File: src/rtl/fcp_pkg.sv
package fcp_pkg;
  localparam logic [7:0] OPC_WREN = 8'h06;
  localparam logic [7:0] OPC_WRDI = 8'h04;
  localparam logic [7:0] OPC_RDSR = 8'h05;
  localparam logic [7:0] OPC_WRSR = 8'h01;
  localparam logic [7:0] OPC_PROG = 8'h02;
  localparam logic [7:0] OPC_SERS = 8'h20;
  localparam logic [7:0] OPC_CERS = 8'hC7;
  localparam logic [7:0] OPC_DPD  = 8'hB9;
  localparam logic [7:0] OPC_WAKE = 8'hAB;
  localparam logic [7:0] OPC_RDID = 8'h90;

  typedef enum logic [1:0] {
    OP_PROG   = 2'd0,
    OP_SERASE = 2'd1,
    OP_CERASE = 2'd2,
    OP_WSTAT  = 2'd3
  } op_kind_e;
endpackage

File: src/rtl/fcp_sync.sv
module fcp_sync #(
  parameter int unsigned W = 4,
  parameter logic [W-1:0] RST = '0
) (
  input  logic         clk_i,
  input  logic         rst_ni,
  input  logic [W-1:0] d_i,
  output logic [W-1:0] q_o
);
  logic [W-1:0] meta_q, sync_q;

  always_ff @(posedge clk_i or negedge rst_ni) begin
    if (!rst_ni) begin
      meta_q <= RST;
      sync_q <= RST;
    end else begin
      meta_q <= d_i;
      sync_q <= meta_q;
    end
  end

  assign q_o = sync_q;
endmodule

File: src/rtl/fcp_bp_check.sv
module fcp_bp_check #(
  parameter int unsigned NUM_SECTORS = 64,
  localparam int unsigned SECT_W = $clog2(NUM_SECTORS)
) (
  input  logic [2:0]        bp_i,
  input  logic [SECT_W-1:0] sector_i,
  output logic              prot_o
);
  localparam logic [SECT_W:0] NUM = (SECT_W+1)'(NUM_SECTORS);
  logic [SECT_W:0] nprot;

  // top-down region: 0, 1, 2, 4 ... sectors, 7 = whole array
  always_comb begin
    if (bp_i == 3'd0)      nprot = '0;
    else if (bp_i == 3'd7) nprot = NUM;
    else                   nprot = (SECT_W+1)'(1) << (bp_i - 3'd1);
    if (nprot > NUM) nprot = NUM;
  end

  assign prot_o = ({1'b0, sector_i} >= (NUM - nprot));
endmodule

File: src/rtl/fcp_front.sv
module fcp_front
  import fcp_pkg::*;
#(
  parameter int unsigned NUM_SECTORS = 64,
  parameter int unsigned SECT_LSB    = 16,
  parameter int unsigned ADDR_W      = 24,
  parameter logic [7:0]  MFR_ID      = 8'hC2,
  parameter logic [7:0]  DEV_ID      = 8'h15
) (
  input  logic              clk_i,
  input  logic              rst_ni,
  input  logic              sclk_i,
  input  logic              cs_ni,
  input  logic              mosi_i,
  input  logic              wp_ni,
  input  logic              busy_i,
  output logic              miso_o,
  output logic              op_req_o,
  output logic [1:0]        op_kind_o,
  output logic [ADDR_W-1:0] op_addr_o,
  output logic              dpd_o
);
  localparam int unsigned SECT_W     = $clog2(NUM_SECTORS);
  localparam int unsigned ADDR_BYTES = ADDR_W / 8;
  localparam logic [2:0]  CNT_MAX    = 3'd7;
  localparam logic [2:0]  ADDR_END   = 3'(ADDR_BYTES + 1);

  logic sclk_s, cs_s, mosi_s, wp_s;
  logic sclk_d, cs_d;

  fcp_sync #(.W(4), .RST(4'b0101)) u_sync (
    .clk_i (clk_i),
    .rst_ni(rst_ni),
    .d_i   ({sclk_i, cs_ni, mosi_i, wp_ni}),
    .q_o   ({sclk_s, cs_s, mosi_s, wp_s})
  );

  always_ff @(posedge clk_i or negedge rst_ni) begin
    if (!rst_ni) begin
      sclk_d <= 1'b0;
      cs_d   <= 1'b1;
    end else begin
      sclk_d <= sclk_s;
      cs_d   <= cs_s;
    end
  end

  logic sck_rise, sck_fall, cs_fall, cs_rise;
  assign sck_rise = sclk_s & ~sclk_d & ~cs_s;
  assign sck_fall = ~sclk_s & sclk_d & ~cs_s;
  assign cs_fall  = ~cs_s & cs_d;
  assign cs_rise  = cs_s & ~cs_d;

  // frame capture
  logic [2:0]        bit_q, byte_q;
  logic              par_q;
  logic [7:0]        sh_q, opc_q, wdat_q;
  logic [ADDR_W-1:0] addr_q;
  logic [7:0]        sh_next;
  assign sh_next = {sh_q[6:0], mosi_s};

  always_ff @(posedge clk_i or negedge rst_ni) begin
    if (!rst_ni) begin
      bit_q  <= '0;
      byte_q <= '0;
      par_q  <= 1'b0;
      sh_q   <= '0;
      opc_q  <= '0;
      wdat_q <= '0;
      addr_q <= '0;
    end else if (cs_fall) begin
      bit_q  <= '0;
      byte_q <= '0;
      par_q  <= 1'b0;
      opc_q  <= '0;
    end else if (sck_rise) begin
      sh_q  <= sh_next;
      bit_q <= bit_q + 3'd1;
      if (bit_q == 3'd7) begin
        if (byte_q == 3'd0) opc_q <= sh_next;
        if (byte_q == 3'd1) wdat_q <= sh_next;
        if (byte_q >= 3'd1 && byte_q < ADDR_END)
          addr_q <= {addr_q[ADDR_W-9:0], sh_next};
        if (byte_q != CNT_MAX) byte_q <= byte_q + 3'd1;
        par_q <= ~par_q;
      end
    end
  end

  // status and protection
  logic       wel_q, srwd_q, dpd_q;
  logic [2:0] bp_q;
  logic       prot;
  logic [7:0] stat_byte;
  assign stat_byte = {srwd_q, 2'b00, bp_q, wel_q, busy_i};

  fcp_bp_check #(.NUM_SECTORS(NUM_SECTORS)) u_bp (
    .bp_i    (bp_q),
    .sector_i(addr_q[SECT_LSB +: SECT_W]),
    .prot_o  (prot)
  );

  logic have_op, mod8, exec, gate_ok, accept;
  op_kind_e kind_n;
  assign have_op = (byte_q != 3'd0);
  assign mod8    = (bit_q == 3'd0);
  assign exec    = cs_rise & have_op & ~dpd_q & ~busy_i;

  always_comb begin
    gate_ok = 1'b0;
    kind_n  = OP_PROG;
    unique case (opc_q)
      OPC_PROG: begin kind_n = OP_PROG;   gate_ok = mod8 && byte_q > ADDR_END && !prot; end
      OPC_SERS: begin kind_n = OP_SERASE; gate_ok = mod8 && byte_q >= ADDR_END && !prot; end
      OPC_CERS: begin kind_n = OP_CERASE; gate_ok = mod8 && bp_q == 3'd0; end
      OPC_WRSR: begin kind_n = OP_WSTAT;  gate_ok = mod8 && byte_q >= 3'd2 && !(srwd_q && !wp_s); end
      default:  ;
    endcase
  end
  assign accept = exec & wel_q & gate_ok;

  always_ff @(posedge clk_i or negedge rst_ni) begin
    if (!rst_ni) begin
      wel_q     <= 1'b0;
      srwd_q    <= 1'b0;
      bp_q      <= '0;
      dpd_q     <= 1'b0;
      op_req_o  <= 1'b0;
      op_kind_o <= '0;
      op_addr_o <= '0;
    end else begin
      op_req_o <= 1'b0;
      if (cs_rise && have_op && dpd_q && opc_q == OPC_WAKE) dpd_q <= 1'b0;
      if (exec) begin
        if (opc_q == OPC_WREN) wel_q <= 1'b1;
        if (opc_q == OPC_WRDI) wel_q <= 1'b0;
        if (opc_q == OPC_DPD)  dpd_q <= 1'b1;
      end
      if (accept) begin
        wel_q     <= 1'b0;
        op_req_o  <= 1'b1;
        op_kind_o <= kind_n;
        op_addr_o <= (kind_n == OP_PROG || kind_n == OP_SERASE) ? addr_q : '0;
        if (kind_n == OP_WSTAT) begin
          bp_q   <= wdat_q[4:2];
          srwd_q <= wdat_q[7];
        end
      end
    end
  end

  // response path
  logic [7:0] resp;
  logic       miso_q;
  always_comb begin
    resp = '0;
    if (have_op) begin
      unique case (opc_q)
        OPC_RDSR: resp = dpd_q ? 8'h00 : stat_byte;
        OPC_WAKE: resp = (byte_q >= ADDR_END) ? DEV_ID : 8'h00;
        OPC_RDID: if (!dpd_q && byte_q >= ADDR_END)
                    resp = (par_q ^ addr_q[0]) ? DEV_ID : MFR_ID;
        default:  ;
      endcase
    end
  end

  always_ff @(posedge clk_i or negedge rst_ni) begin
    if (!rst_ni)       miso_q <= 1'b0;
    else if (cs_s)     miso_q <= 1'b0;
    else if (sck_fall) miso_q <= resp[3'd7 - bit_q];
  end

  assign miso_o = miso_q;
  assign dpd_o  = dpd_q;

  p_req_needs_wel_r4: assert property (@(posedge clk_i) disable iff (!rst_ni)
    op_req_o |-> $past(wel_q));
  p_req_clears_wel_r6: assert property (@(posedge clk_i) disable iff (!rst_ni)
    op_req_o |-> !wel_q);
  p_hpm_lock_r8: assert property (@(posedge clk_i) disable iff (!rst_ni)
    (srwd_q && !wp_s) |=> ($stable(bp_q) && srwd_q));
  p_busy_no_req_r9: assert property (@(posedge clk_i) disable iff (!rst_ni)
    $past(busy_i) |-> !op_req_o);
  p_dpd_no_req_r10: assert property (@(posedge clk_i) disable iff (!rst_ni)
    $past(dpd_q) |-> !op_req_o);
endmodule

File: config.mk
export PLATFORM = sky130hd
export DESIGN_NAME = fcp_front
export DESIGN_NICKNAME = d
export VERILOG_FILES = /design/src/rtl/fcp_pkg.sv /design/src/rtl/fcp_sync.sv /design/src/rtl/fcp_bp_check.sv /design/src/rtl/fcp_front.sv
export SDC_FILE = /design/constraint.sdc
export NUM_CORES = 1
export LEC_CHECK = 0
export ABC_AREA = 1
export BUFFER_PORTS_ARGS = -buffer_cell sky130_fd_sc_hd__buf_2
export CAP_MARGIN = 20
export CELL_PAD_IN_SITES_DETAIL_PLACEMENT = 2
export CELL_PAD_IN_SITES_GLOBAL_PLACEMENT = 2
export CORE_UTILIZATION = 33
export DETAILED_ROUTE_END_ITERATION = 12
export GPL_ROUTABILITY_DRIVEN = 0
export PLACE_DENSITY = 0.83
export SLEW_MARGIN = 20
export SYNTH_ARGS = -nofsm -noshare
export SYNTH_HDL_FRONTEND = slang
export SYNTH_SLANG_ARGS = --single-unit
export TNS_END_PERCENT = 5
File: constraint.sdc
create_clock -name clk_i -period 2.8 [get_ports clk_i]
set_clock_uncertainty 0.1 [all_clocks]
set_input_delay 0.14 -clock clk_i [delete_from_list [all_inputs] [get_ports clk_i]]
set_output_delay 0.14 -clock clk_i [all_outputs]
set_load 0.005 [all_outputs]
==> impl_summary.log <==
INFO  metric run_status = finished with violations
INFO  metric failed_checks = setup timing
INFO  metric hp-start = busy_i
INFO  metric setup_viol_count_final = 28
INFO  metric routed-via-count = approximately 4100
INFO  metric dieHeight = roughly 120 um
INFO  metric detail_route.iter0.violations = 150
INFO  metric maxSlewViolCount = 0
INFO  metric postSynthRegisterBits = 94
INFO  metric synth_top_cell_area_share = a little under half
INFO  metric p_int = about 2.2 mW
INFO  metric totalWireLength = roughly 16000 um
INFO  metric number_of_antenna_violations_at_the_first_check_in_global_routing = 0
INFO  metric fin_crit_sh = 103%
INFO  metric area.growth.synth_to_final = 22.2%
INFO  metric drtAntennaViolNets = 0
INFO  metric post_route_cells_drive_above_1_share = 24.1%
INFO  metric postLayoutCellArea = 0.00570 mm^2
INFO  metric largest_net_degree_at_the_start_of_global_routing = 95
INFO  metric cts_tree = done
INFO  metric worstHoldEndpoint = dpd_o
INFO  metric critical_path_cell_by_cell = or2_4 > nor2_4 > inv_2 > ha_4 > buf_6 > buf_4 > xnor2_2 > ha_1 > nand2_1 > nand2_1 > nand2_1 > nand2_1 > nand2_2 > nand3_2 > nand3_4 > buf_12 > buf_16 > nand3_1 > nand2_1
INFO  metric met3_usage = under 10%
INFO  metric crit_path_max_incr_delay = 380 ps
INFO  metric dieArea = about 0.015 mm^2
INFO  metric timing.final.hold_violations = 0
INFO  metric ys_types = 39
INFO  metric design.portCount = 36
INFO  metric synthesis.instances = ~550
INFO  metric synth-async-reset-ratio = 100%
INFO  metric globalRouteTotalUtil = around a quarter
INFO  metric critical-path-top-cell-by-count = sky130_fd_sc_hd__nand2_1
INFO  metric critical-path-slowest-cell = sky130_fd_sc_hd__dfrtp_1
INFO  metric tightest_slew = between 600 and 700 ps
INFO  metric number_of_global_route_vias_before_repair = 4544
INFO  metric worst_hold_path_type = in2reg
INFO  metric timing.setup.tns = -1620 ps
INFO  metric top_usage_layer = met2
INFO  metric post-route-worst-setup-slack = -86.1 ps
INFO  metric end_kind = register
INFO  metric crit-reg2reg-launch = bp_q[1]
INFO  metric critical_path.max_fanout = 9
INFO  metric placed_area = just over 0.005 mm^2
INFO  metric remaining_drc_errors = 0
INFO  metric power.combinational.fraction = under 10%
INFO  metric synth.most_common_cell = sky130_fd_sc_hd__nand2_1
INFO  metric worst-endpoint-required = 2950 ps
INFO  metric netlist_top_cells_count = sky130_fd_sc_hd__nand2_1 (149), sky130_fd_sc_hd__dfrtp_1 (89), sky130_fd_sc_hd__inv_1 (61), sky130_fd_sc_hd__o21ai_0 (46), sky130_fd_sc_hd__nor2_1 (45)
INFO  metric cts-htree-levels = 3
INFO  metric detailed_place_hpwl = 9700 um
INFO  metric clockBufferDepth = 2
INFO  metric crit_path_dat = between 3000 and 4000 ps
INFO  metric timing_worst_setup_path_type = reg2reg
INFO  metric netlist_area_pre_place = 0.00466 mm^2
INFO  metric layout_min_cycle_time = a little under 3000 ps
INFO  metric leakagePower = approximately 2.8 nW
INFO  metric cts_made_buffers = 9
INFO  metric num_antenna_cells = 0
INFO  metric power.share.sequential = between 40% and 50%
INFO  metric switching_power = between 700 and 800 uW
INFO  metric vdd_drop_max = roughly 0.00031 V
INFO  metric net_total_in_the_final_layout = between 600 and 700
INFO  metric buf_inv_on_cp = 5
INFO  metric maxSlewHeadroom = between 50% and 60%
INFO  metric global_routing_usage_on_met1 = 28.8%
INFO  metric sequential_fraction_of_the_synthesis_area = 50.6%
INFO  metric synth_enable_flop_cells = 0
INFO  metric final.hold.worst_slack = ~29 ps
INFO  metric path_clk_slew = 70 ps
INFO  metric drt_pre_antenna_iters = 4
INFO  metric placementRows = 43
INFO  metric die_x = around 120 um
INFO  metric achievable-frequency = 346 MHz
INFO  metric share_clk_of_total_power = 43.3%
INFO  metric cell_class_contributing_the_biggest_share_of_worst_path_delay = simple AND/OR/NAND/NOR gates
INFO  metric insertion_delay = 360 ps
INFO  metric synth_top_cell_by_area = sky130_fd_sc_hd__dfrtp_1
INFO  metric synth_ff_type = sky130_fd_sc_hd__dfrtp_1
INFO  metric clock_root_buffer = sky130_fd_sc_hd__clkbuf_16
INFO  metric syn_nets = 568
INFO  metric whs_path_depth = 4
INFO  metric total_of_warnings_raised_by_yosys = 0
INFO  metric detail_route.wl_per_cell = approximately 20 um
INFO  metric rsz0062_at_grt = true
INFO  metric clock_sink_count = 94
INFO  metric core_area = about 0.014 mm^2
INFO  metric post_drt_via_cell_ratio = ~5
INFO  metric timing.critical_path.depth = 19
INFO  metric power.share.switching = a little over a quarter
INFO  metric globalRouteOverflowTotal = 0
INFO  metric regToRegSetupSlack = -90 ps
INFO  metric power.density_cell_area = around 520 mW/mm^2
INFO  metric synthesis.area_per_instance = roughly 8.5 um^2
INFO  metric rr_worst_depth = 19
INFO  metric critPathLaunchType = register
INFO  metric initial_core_utilization = roughly 34%
INFO  metric grt_pass1_wl = between 20000 and 30000 um
INFO  metric gr_met2_demand_resource = about two fifths
INFO  metric drv_cap = 0
INFO  metric ys_top_cells_by_area = sky130_fd_sc_hd__dfrtp_1 (48%), sky130_fd_sc_hd__nand2_1 (12%), sky130_fd_sc_hd__o21ai_0 (4.9%)
INFO  metric timing.rr.end = op_addr_o[0]
INFO  metric place.port_buffers = 35
repair_timing:
action,4_1_cts,5_1_grt
resized for setup,24,20
setup buffers,7,2
hold buffers,5,0
setup endpoints to repair,32,32
cloned,3,0
endpoints found under the hold margin,93,0
pin swaps,8,11
power by group through the flow:
stage                     sequential [mW]  combinational, mW  clock [mW]
after global routing                 1.46              0.261        1.35
after CTS                            1.45              0.233        1.30
after floorplan                      1.46              0.132           0
after detailed placement             1.47              0.226           0
final                                1.45              0.234        1.29
after global placement               1.47              0.213           0
sequential cells by signal (all words and copies together), names as in the netlist, 2 cells and up:
| name | count |
|---|---|
| bit_q | 3 |
| op_addr_o | 24 |
| op_kind_o | 2 |
| bp_q | 3 |
| opc_q | 8 |
| sh_q | 7 |
| u_sync.meta_q | 4 |
| u_sync.q_o | 4 |
| byte_q | 3 |
| wdat_q | 4 |
| addr_q | 24 |
stage by stage:
step           power [mW]  instances  worst slack (ps)  utilization (%)
2_1_floorplan        1.59        547              33.9                -
3_3_place_gp         1.68        759             -20.5             36.5
3_5_place_dp         1.70        759              -195             36.5
4_1_cts              2.98        789             -72.2             40.6
5_1_grt              3.07        791              -221             41.2
6_report             2.97        791             -86.1             41.2
placed cells by master (no fill, tap or decap), types with 6 or more instances in the layout:
cell                        count
sky130_fd_sc_hd__a21oi_1        7
sky130_fd_sc_hd__buf_2         34
sky130_fd_sc_hd__buf_4         16
sky130_fd_sc_hd__clkbuf_16      9
sky130_fd_sc_hd__dfrtp_1       89
sky130_fd_sc_hd__ha_1          13
sky130_fd_sc_hd__inv_1         58
sky130_fd_sc_hd__inv_2         12
sky130_fd_sc_hd__nand2_1      128
sky130_fd_sc_hd__nand2_2       20
sky130_fd_sc_hd__nand2_4        6
sky130_fd_sc_hd__nand3_1       32
sky130_fd_sc_hd__nand3_2       12
sky130_fd_sc_hd__nand4_1       17
sky130_fd_sc_hd__nor2_1        44
sky130_fd_sc_hd__nor3_1        10
sky130_fd_sc_hd__o21ai_0       46
sky130_fd_sc_hd__o22ai_1        8
kinds of logic after synthesis:
family | count (synthesis) | share of synthesized area, %
flops | 94 | 50.6
compound gates | 70 | 8.21
xor+xnor | 1 | 0.188
simple gates | 281 | 28.4
fa+ha+maj | 14 | 3.76
buf+inv | 87 | 8.86
cell type report:
cell class	instances	area (um^2)
Clock buffer	10	239
Clock inverter	5	58.8
Fill cell	1511	8130
Inverter	72	278
Multi-Input combinational cell	368	2070
Sequential cell	94	2360
Tap cell	180	225
Timing Repair Buffer	62	470
worst min-delay path: stages:
cell,delay (ps)
sky130_fd_sc_hd__buf_2,130
sky130_fd_sc_hd__nor3_4,60
sky130_fd_sc_hd__nand3_1,60
sky130_fd_sc_hd__nand2_1,50
worst max path at each step:
stage             from            end  slack [ps]
2_1_floorplan  bp_q[1]  op_addr_o[10]          30
4_1_cts        bp_q[0]   op_addr_o[6]         -70
5_1_grt        bp_q[1]   op_kind_o[0]        -220
6_report       bp_q[1]   op_addr_o[0]         -90
3_3_place_gp   bp_q[1]   op_addr_o[4]         -20
3_5_place_dp   bp_q[0]  op_addr_o[12]        -200
per-layer routing:
layer / vias up / wire length, um
met4: 0 / 425
met5: - / 0
met3: 28 / 285
met2: 55 / 8260
met1: 2107 / 7040
li1: 1884 / -
Power figures use the tool's default switching activity.
